## src/rtl/pio5_pkg.sv

```systemverilog
package pio5_pkg;
  localparam int unsigned PIO_PORTS = 5;
  localparam int unsigned PIO_W     = 8;
  localparam int unsigned PIO_DEC_W = 8;
  // Low-byte register addresses, port A in the lowest slot.
  localparam logic [PIO_PORTS*PIO_DEC_W-1:0] PIO_DATA_MAP = {8'h40, 8'h30, 8'h52, 8'h51, 8'h50};
  localparam logic [PIO_PORTS*PIO_DEC_W-1:0] PIO_DIR_MAP  = {8'h44, 8'h34, 8'h56, 8'h55, 8'h54};
endpackage

```

## src/rtl/pio5_decode.sv

```systemverilog
module pio5_decode #(
  parameter int unsigned N      = 5,
  parameter int unsigned DEC_W  = 8,
  parameter int unsigned ADDR_W = 16,
  parameter logic [N*DEC_W-1:0] DATA_MAP = '0,
  parameter logic [N*DEC_W-1:0] DIR_MAP  = '0
) (
  input  logic [ADDR_W-1:0] addr,
  output logic [N-1:0]      data_sel,
  output logic [N-1:0]      dir_sel
);
  logic [DEC_W-1:0] low;
  assign low = addr[DEC_W-1:0];

  for (genvar k = 0; k < N; k++) begin : g_cmp
    assign data_sel[k] = (low == DATA_MAP[k*DEC_W +: DEC_W]);
    assign dir_sel[k]  = (low == DIR_MAP[k*DEC_W +: DEC_W]);
  end
endmodule

```

## src/rtl/pio5_port.sv

```systemverilog
module pio5_port #(
  parameter int unsigned W = 8
) (
  input  logic         clk,
  input  logic         rst,
  input  logic         ld_latch,
  input  logic         ld_dir,
  input  logic [W-1:0] wdata,
  input  logic [W-1:0] pin,
  output logic [W-1:0] pad_out,
  output logic [W-1:0] pad_oe,
  output logic [W-1:0] dir_val,
  output logic [W-1:0] rd_val
);
  logic [W-1:0] latch_q;
  logic [W-1:0] dir_q;

  always_ff @(posedge clk) begin
    if (rst) begin
      latch_q <= '1;
      dir_q   <= '0;
    end else begin
      if (ld_latch) latch_q <= wdata;
      if (ld_dir)   dir_q   <= wdata;
    end
  end

  assign pad_out = latch_q | ~dir_q;
  assign pad_oe  = dir_q;
  assign dir_val = dir_q;
  assign rd_val  = (pin & ~dir_q) | (latch_q & dir_q);

  assert_reset_state_R1: assert property (@(posedge clk) disable iff (rst)
    $fell(rst) |-> (dir_q == '0 && latch_q == '1));

  assert_dir_load_R5: assert property (@(posedge clk) disable iff (rst)
    ld_dir |=> (dir_val == $past(wdata)));

  assert_latch_hold_R8: assert property (@(posedge clk) disable iff (rst)
    !ld_latch |=> $stable(latch_q));

  assert_inputs_drive_high_R3: assert property (@(posedge clk) disable iff (rst)
    (pad_out | pad_oe) == '1);
endmodule

```

## src/rtl/pio5_rdmux.sv

```systemverilog
module pio5_rdmux #(
  parameter int unsigned N = 5,
  parameter int unsigned W = 8
) (
  input  logic [N-1:0]   data_sel,
  input  logic [N-1:0]   dir_sel,
  input  logic [N*W-1:0] port_rd,
  input  logic [N*W-1:0] port_dir,
  output logic [W-1:0]   mux_out,
  output logic           any_sel
);
  always_comb begin
    mux_out = '0;
    for (int k = 0; k < N; k++) begin
      if (data_sel[k]) mux_out = mux_out | port_rd[k*W +: W];
      if (dir_sel[k])  mux_out = mux_out | port_dir[k*W +: W];
    end
  end
  assign any_sel = |{data_sel, dir_sel};
endmodule

```

## src/rtl/pio5_ctrl.sv

```systemverilog
module pio5_ctrl #(
  parameter int unsigned NUM_PORTS = pio5_pkg::PIO_PORTS,
  parameter int unsigned PORT_W    = pio5_pkg::PIO_W,
  parameter int unsigned ADDR_W    = 16,
  parameter int unsigned DEC_W     = pio5_pkg::PIO_DEC_W,
  parameter logic [NUM_PORTS*DEC_W-1:0] DATA_MAP = pio5_pkg::PIO_DATA_MAP,
  parameter logic [NUM_PORTS*DEC_W-1:0] DIR_MAP  = pio5_pkg::PIO_DIR_MAP
) (
  input  logic                          clk,
  input  logic                          rst,
  input  logic                          cs,
  input  logic                          rd,
  input  logic                          wr,
  input  logic [ADDR_W-1:0]             addr,
  input  logic [PORT_W-1:0]             wdata,
  output logic [PORT_W-1:0]             rdata,
  output logic                          hit,
  input  logic [NUM_PORTS*PORT_W-1:0]   pin_in,
  output logic [NUM_PORTS*PORT_W-1:0]   port_out,
  output logic [NUM_PORTS*PORT_W-1:0]   port_oe
);
  localparam int unsigned BUS_W = NUM_PORTS * PORT_W;

  logic [NUM_PORTS-1:0] data_sel, dir_sel;
  logic [BUS_W-1:0]     rd_bus, dir_bus;
  logic [PORT_W-1:0]    mux_out;
  logic                 any_sel;
  logic                 wr_go;

  assign wr_go = cs & wr;

  pio5_decode #(
    .N(NUM_PORTS), .DEC_W(DEC_W), .ADDR_W(ADDR_W),
    .DATA_MAP(DATA_MAP), .DIR_MAP(DIR_MAP)
  ) u_dec (
    .addr(addr), .data_sel(data_sel), .dir_sel(dir_sel)
  );

  for (genvar k = 0; k < NUM_PORTS; k++) begin : g_port
    pio5_port #(.W(PORT_W)) u_port (
      .clk      (clk),
      .rst      (rst),
      .ld_latch (wr_go & data_sel[k]),
      .ld_dir   (wr_go & dir_sel[k]),
      .wdata    (wdata),
      .pin      (pin_in[k*PORT_W +: PORT_W]),
      .pad_out  (port_out[k*PORT_W +: PORT_W]),
      .pad_oe   (port_oe[k*PORT_W +: PORT_W]),
      .dir_val  (dir_bus[k*PORT_W +: PORT_W]),
      .rd_val   (rd_bus[k*PORT_W +: PORT_W])
    );
  end

  pio5_rdmux #(.N(NUM_PORTS), .W(PORT_W)) u_mux (
    .data_sel (data_sel),
    .dir_sel  (dir_sel),
    .port_rd  (rd_bus),
    .port_dir (dir_bus),
    .mux_out  (mux_out),
    .any_sel  (any_sel)
  );

  assign hit   = cs & rd & any_sel;
  assign rdata = hit ? mux_out : '1;

  // a single low byte can never select two registers.
  assert_single_target_R6: assert property (@(posedge clk) disable iff (rst)
    $onehot0({data_sel, dir_sel}));

  assert_no_select_no_change_R8: assert property (@(posedge clk) disable iff (rst)
    !wr_go |=> ($stable(port_out) && $stable(port_oe)));
endmodule

```

## config.mk

```make
export PLATFORM = sky130hd
export DESIGN_NAME = pio5_ctrl
export DESIGN_NICKNAME = d
export VERILOG_FILES = /design/src/rtl/pio5_pkg.sv /design/src/rtl/pio5_decode.sv /design/src/rtl/pio5_port.sv /design/src/rtl/pio5_rdmux.sv /design/src/rtl/pio5_ctrl.sv
export SDC_FILE = /design/constraint.sdc
export NUM_CORES = 1
export LEC_CHECK = 0
export ABC_AREA = 1
export ABC_CLOCK_PERIOD_IN_PS = 1200
export CORE_AREA = 2 2 96 98
export CTS_BUF_LIST = sky130_fd_sc_hd__clkbuf_4
export CTS_CLUSTER_DIAMETER = 150
export DETAILED_ROUTE_END_ITERATION = 10
export DIE_AREA = 0 0 98 100
export DONT_BUFFER_PORTS = 1
export HOLD_SLACK_MARGIN = 0.12
export PLACE_DENSITY = 0.74
export RECOVER_POWER = 100
export SLEW_MARGIN = 20
export SYNTH_ARGS = -nofsm -noshare
export SYNTH_HDL_FRONTEND = slang
export SYNTH_SLANG_ARGS = --single-unit
export TNS_END_PERCENT = 5
```

## constraint.sdc

```tcl
create_clock -name clk -period 1.2 [get_ports clk]
set_input_delay 0.06 -clock clk [delete_from_list [all_inputs] [get_ports clk]]
set_output_delay 0.06 -clock clk [all_outputs]
set_load 0.005 [all_outputs]
```

==> impl_metrics.toml <==
[grt]
track_usage = 0.3291
gr-total-overflow = 0
grt_start_max_net_pins = 50
grt_pass1_vias = 4981
grt_pass1_wl_um = 25340
antenna_found_initial = 1

[logic_synthesis]
ys_ff_latch = 80
synth_area_um2 = 4673
netlist-cell-type-count = 25
synth_edf_count = 0
yosysMostFrequentCell = "nand2_1"
yosys-top-cells-count = "nand2_1 (217), dfxtp_1 (80), inv_1 (55)"
synth_area_leaders = "dfxtp_1 (34%), nand2_1 (17%), nand3_1 (5.8%)"
ys.warnings.count = 0
synth_ff_type = "dfxtp_1"
syn-num-nets = 757
synth_top_cell_by_area = "dfxtp_1"
synth-async-reset-ratio = 0
synth_cells = 688
syn_avg_cell_area_um2 = 6.792
synth.top_cell.area_share = 0.3427
yosysSeqAreaShare = 0.3427

[die]
die_h_um = 100
die_area_um2 = 9800
io_pins = 158
start_util = 0.5257
rows = 35
core-area_um2 = 8890
die_w_um = 98

[cts]
cts_tree = "done"
cts_buffers = 9
root_buffer = "clkbuf_4"
cts_max_level = 3
clkSinkCount = 80
clkTransAtPathRegs_ps = 130
insertion_delay_ps = 430
clock_path_buffers = 2

[timing]
finalClockSkew_ps = 0
setup_viol = 24
fin_hold_ws_ps = 143.9
fin_setup_tns_ps = -4487
fin_crit_ps = 1658
relSlewSlack = 0.5893
rsz0062_at_grt = "true"
slew_violations = 0
period_share = 1.381
tightest_slew_ps = 614.5
worst_slack_ps = -457.8
hold_viol_final = 0
fmax_mhz = 603.2

[critical_path]
cp_max_fo = 2
worstSetupEndpointType = "output port"
critPathLaunch = "g_port[2].u_port.dir_val[1]$_SDFFE_PP0P_"
r2r-start = "g_port[0].u_port.dir_val[2]$_SDFFE_PP0P_"
ff2ff_setup_slack_ps = 370
arrival_ps = 1600
crit_type = "register to output port"
worstPathRequired_ps = 1140
startpoint_type = "register"

[place]
portBuffers = 0
place_area_um2 = 5415
gp_congestion = 0.9682
post-dp-hpwl_um = 11800

[routing]
drc = 0
vias = 5287
wirelength_um = 16600
drt-initial-drc-count = 429
drt-vias-per-instance = 5.766
met3_length_um = 1491
ant_nets = 0
dr.pass1.iters = 7
wl_met1_um = 6245
highest_layer = "met4"
wl_per_cell_um = 18.11
wl_met2_um = 8088

[finish]
area_delta_synth_final_pct = 29.32
nets = 869
final_core_util = 0.6798
postLayoutCellArea_um2 = 6043
fillCellCount = 784
layout-drive-gt1-share = 0.3689

[power]
peakVddDrop_mv = 0.5563
p_per_area_nw_per_um2 = 773.3
p_total_w = 0.004674
p_leak_nw = 2.932

[hold_path]
hp-start = "addr[4]"
hold_class = "input pin to register"

[outcome]
status = "complete, but fails checks"
violations = "negative setup slack"

[flow_run]
maxCapViolations = 0
power by group:
part | total, W | leakage, nW | switching, W | internal, W
clock network | 0.00160 | 0.0668 | 0.000990 | 0.000613
logic | 0.000438 | 2.20 | 0.000298 | 0.000140
registers | 0.00263 | 0.665 | 0.00000334 | 0.00263
total | 0.00467 | 2.93 | 0.00129 | 0.00338
area by class of cell:
cell class	instances	area, um2	share of cell area
multi-input cells	522	2821	0.4669
inverters	64	254.0	0.04203
well taps	111	138.9	0.02298
diodes	1	2.502	0.0004141
flip-flops and latches	80	1672	0.2766
clock inverters	7	62.56	0.01035
repair buffers	123	1025	0.1696
clock buffers	9	67.56	0.01118
state kept, by name, indices dropped and copies added, names as in the netlist:
signal	count
g_port.u_port.dir_val	40
g_port.u_port.latch_q	40
path summary, 6_finish.rpt:
| check | endpoint | cells past startpoint |
|---|---|---|
| hold / removal | g_port[3].u_port.latch_q[3]$_SDFFE_PP1P_ | 5 |
| setup / recovery | rdata[1] | 7 |
| setup reg to reg | g_port[0].u_port.dir_val[2]$_SDFFE_PP0P_ | 3 |
| hold reg to reg | g_port[4].u_port.dir_val[7]$_SDFFE_PP0P_ | 2 |
cells by family (layout without fill, tap and decap cells):
| kind of cell | after synthesis | count (layout) | synth area share |
|---|---|---|---|
| AND/OR/NAND/NOR | 394 | 394 | 0.3960 |
| AO/OA/AOI/OAI | 128 | 128 | 0.1794 |
| buffers and inverters | 86 | 203 | 0.08193 |
| flip-flops | 80 | 80 | 0.3427 |
| other | 0 | 1 | 0 |
cells in the final DEF (no fill, tap or decap), types with 4 or more instances in the layout:
cell type | netlist | layout
inv_2 | 8 | 37
o21ai_1 | 8 | 6
nand3_1 | 54 | 49
buf_4 | 2 | 82
dfxtp_4 | 0 | 13
o211ai_2 | 16 | 15
nand2_2 | 17 | 21
or2_4 | 0 | 39
inv_1 | 55 | 21
nand3_2 | 0 | 5
nor2_4 | 7 | 7
dfxtp_1 | 80 | 50
clkbuf_4 | 0 | 12
buf_12 | 0 | 4
o21a_1 | 7 | 7
inv_4 | 0 | 5
nand2_1 | 217 | 214
o211ai_1 | 24 | 25
nor2_1 | 47 | 38
dfxtp_2 | 0 | 17
o21ai_0 | 33 | 34
buf_6 | 6 | 11
nor2_2 | 4 | 14
clkbuf_1 | 8 | 6
dlygate4sd3_1 | 0 | 13
a21oi_1 | 40 | 40
routing by layer:
metal | track usage | up-vias
li1 | - | 2458
met5 | 0 | -
met2 | 0.5485 | 330
met4 | 0.1827 | 0
met3 | 0.05989 | 60
met1 | 0.4036 | 2439
per-stage QoR:
step,setup slack [ps],std cells
2_1_floorplan,22.88,688
3_3_place_gp,-51.61,868
3_5_place_dp,-47.94,868
4_1_cts,-383.6,912
5_1_grt,-515.4,917
6_report,-457.8,917
timing repair:
action / in CTS / in global routing
setup endpoints to repair: 48 / 50
setup buffers: 15 / 2
gates cloned: 0 / 0
endpoints found under the hold margin: 80 / 7
gates resized for setup: 127 / 52
hold buffers: 13 / 2
pin swaps: 28 / 19
critical path, stage by stage (launching register included):
cell     delay (ps)
dfxtp_1         370
inv_2            50
or2_4           230
o21a_1          110
nand2_1          80
nand3_2         100
nor2_4          150
nand2_2          70
Power figures use the tool's default switching activity.
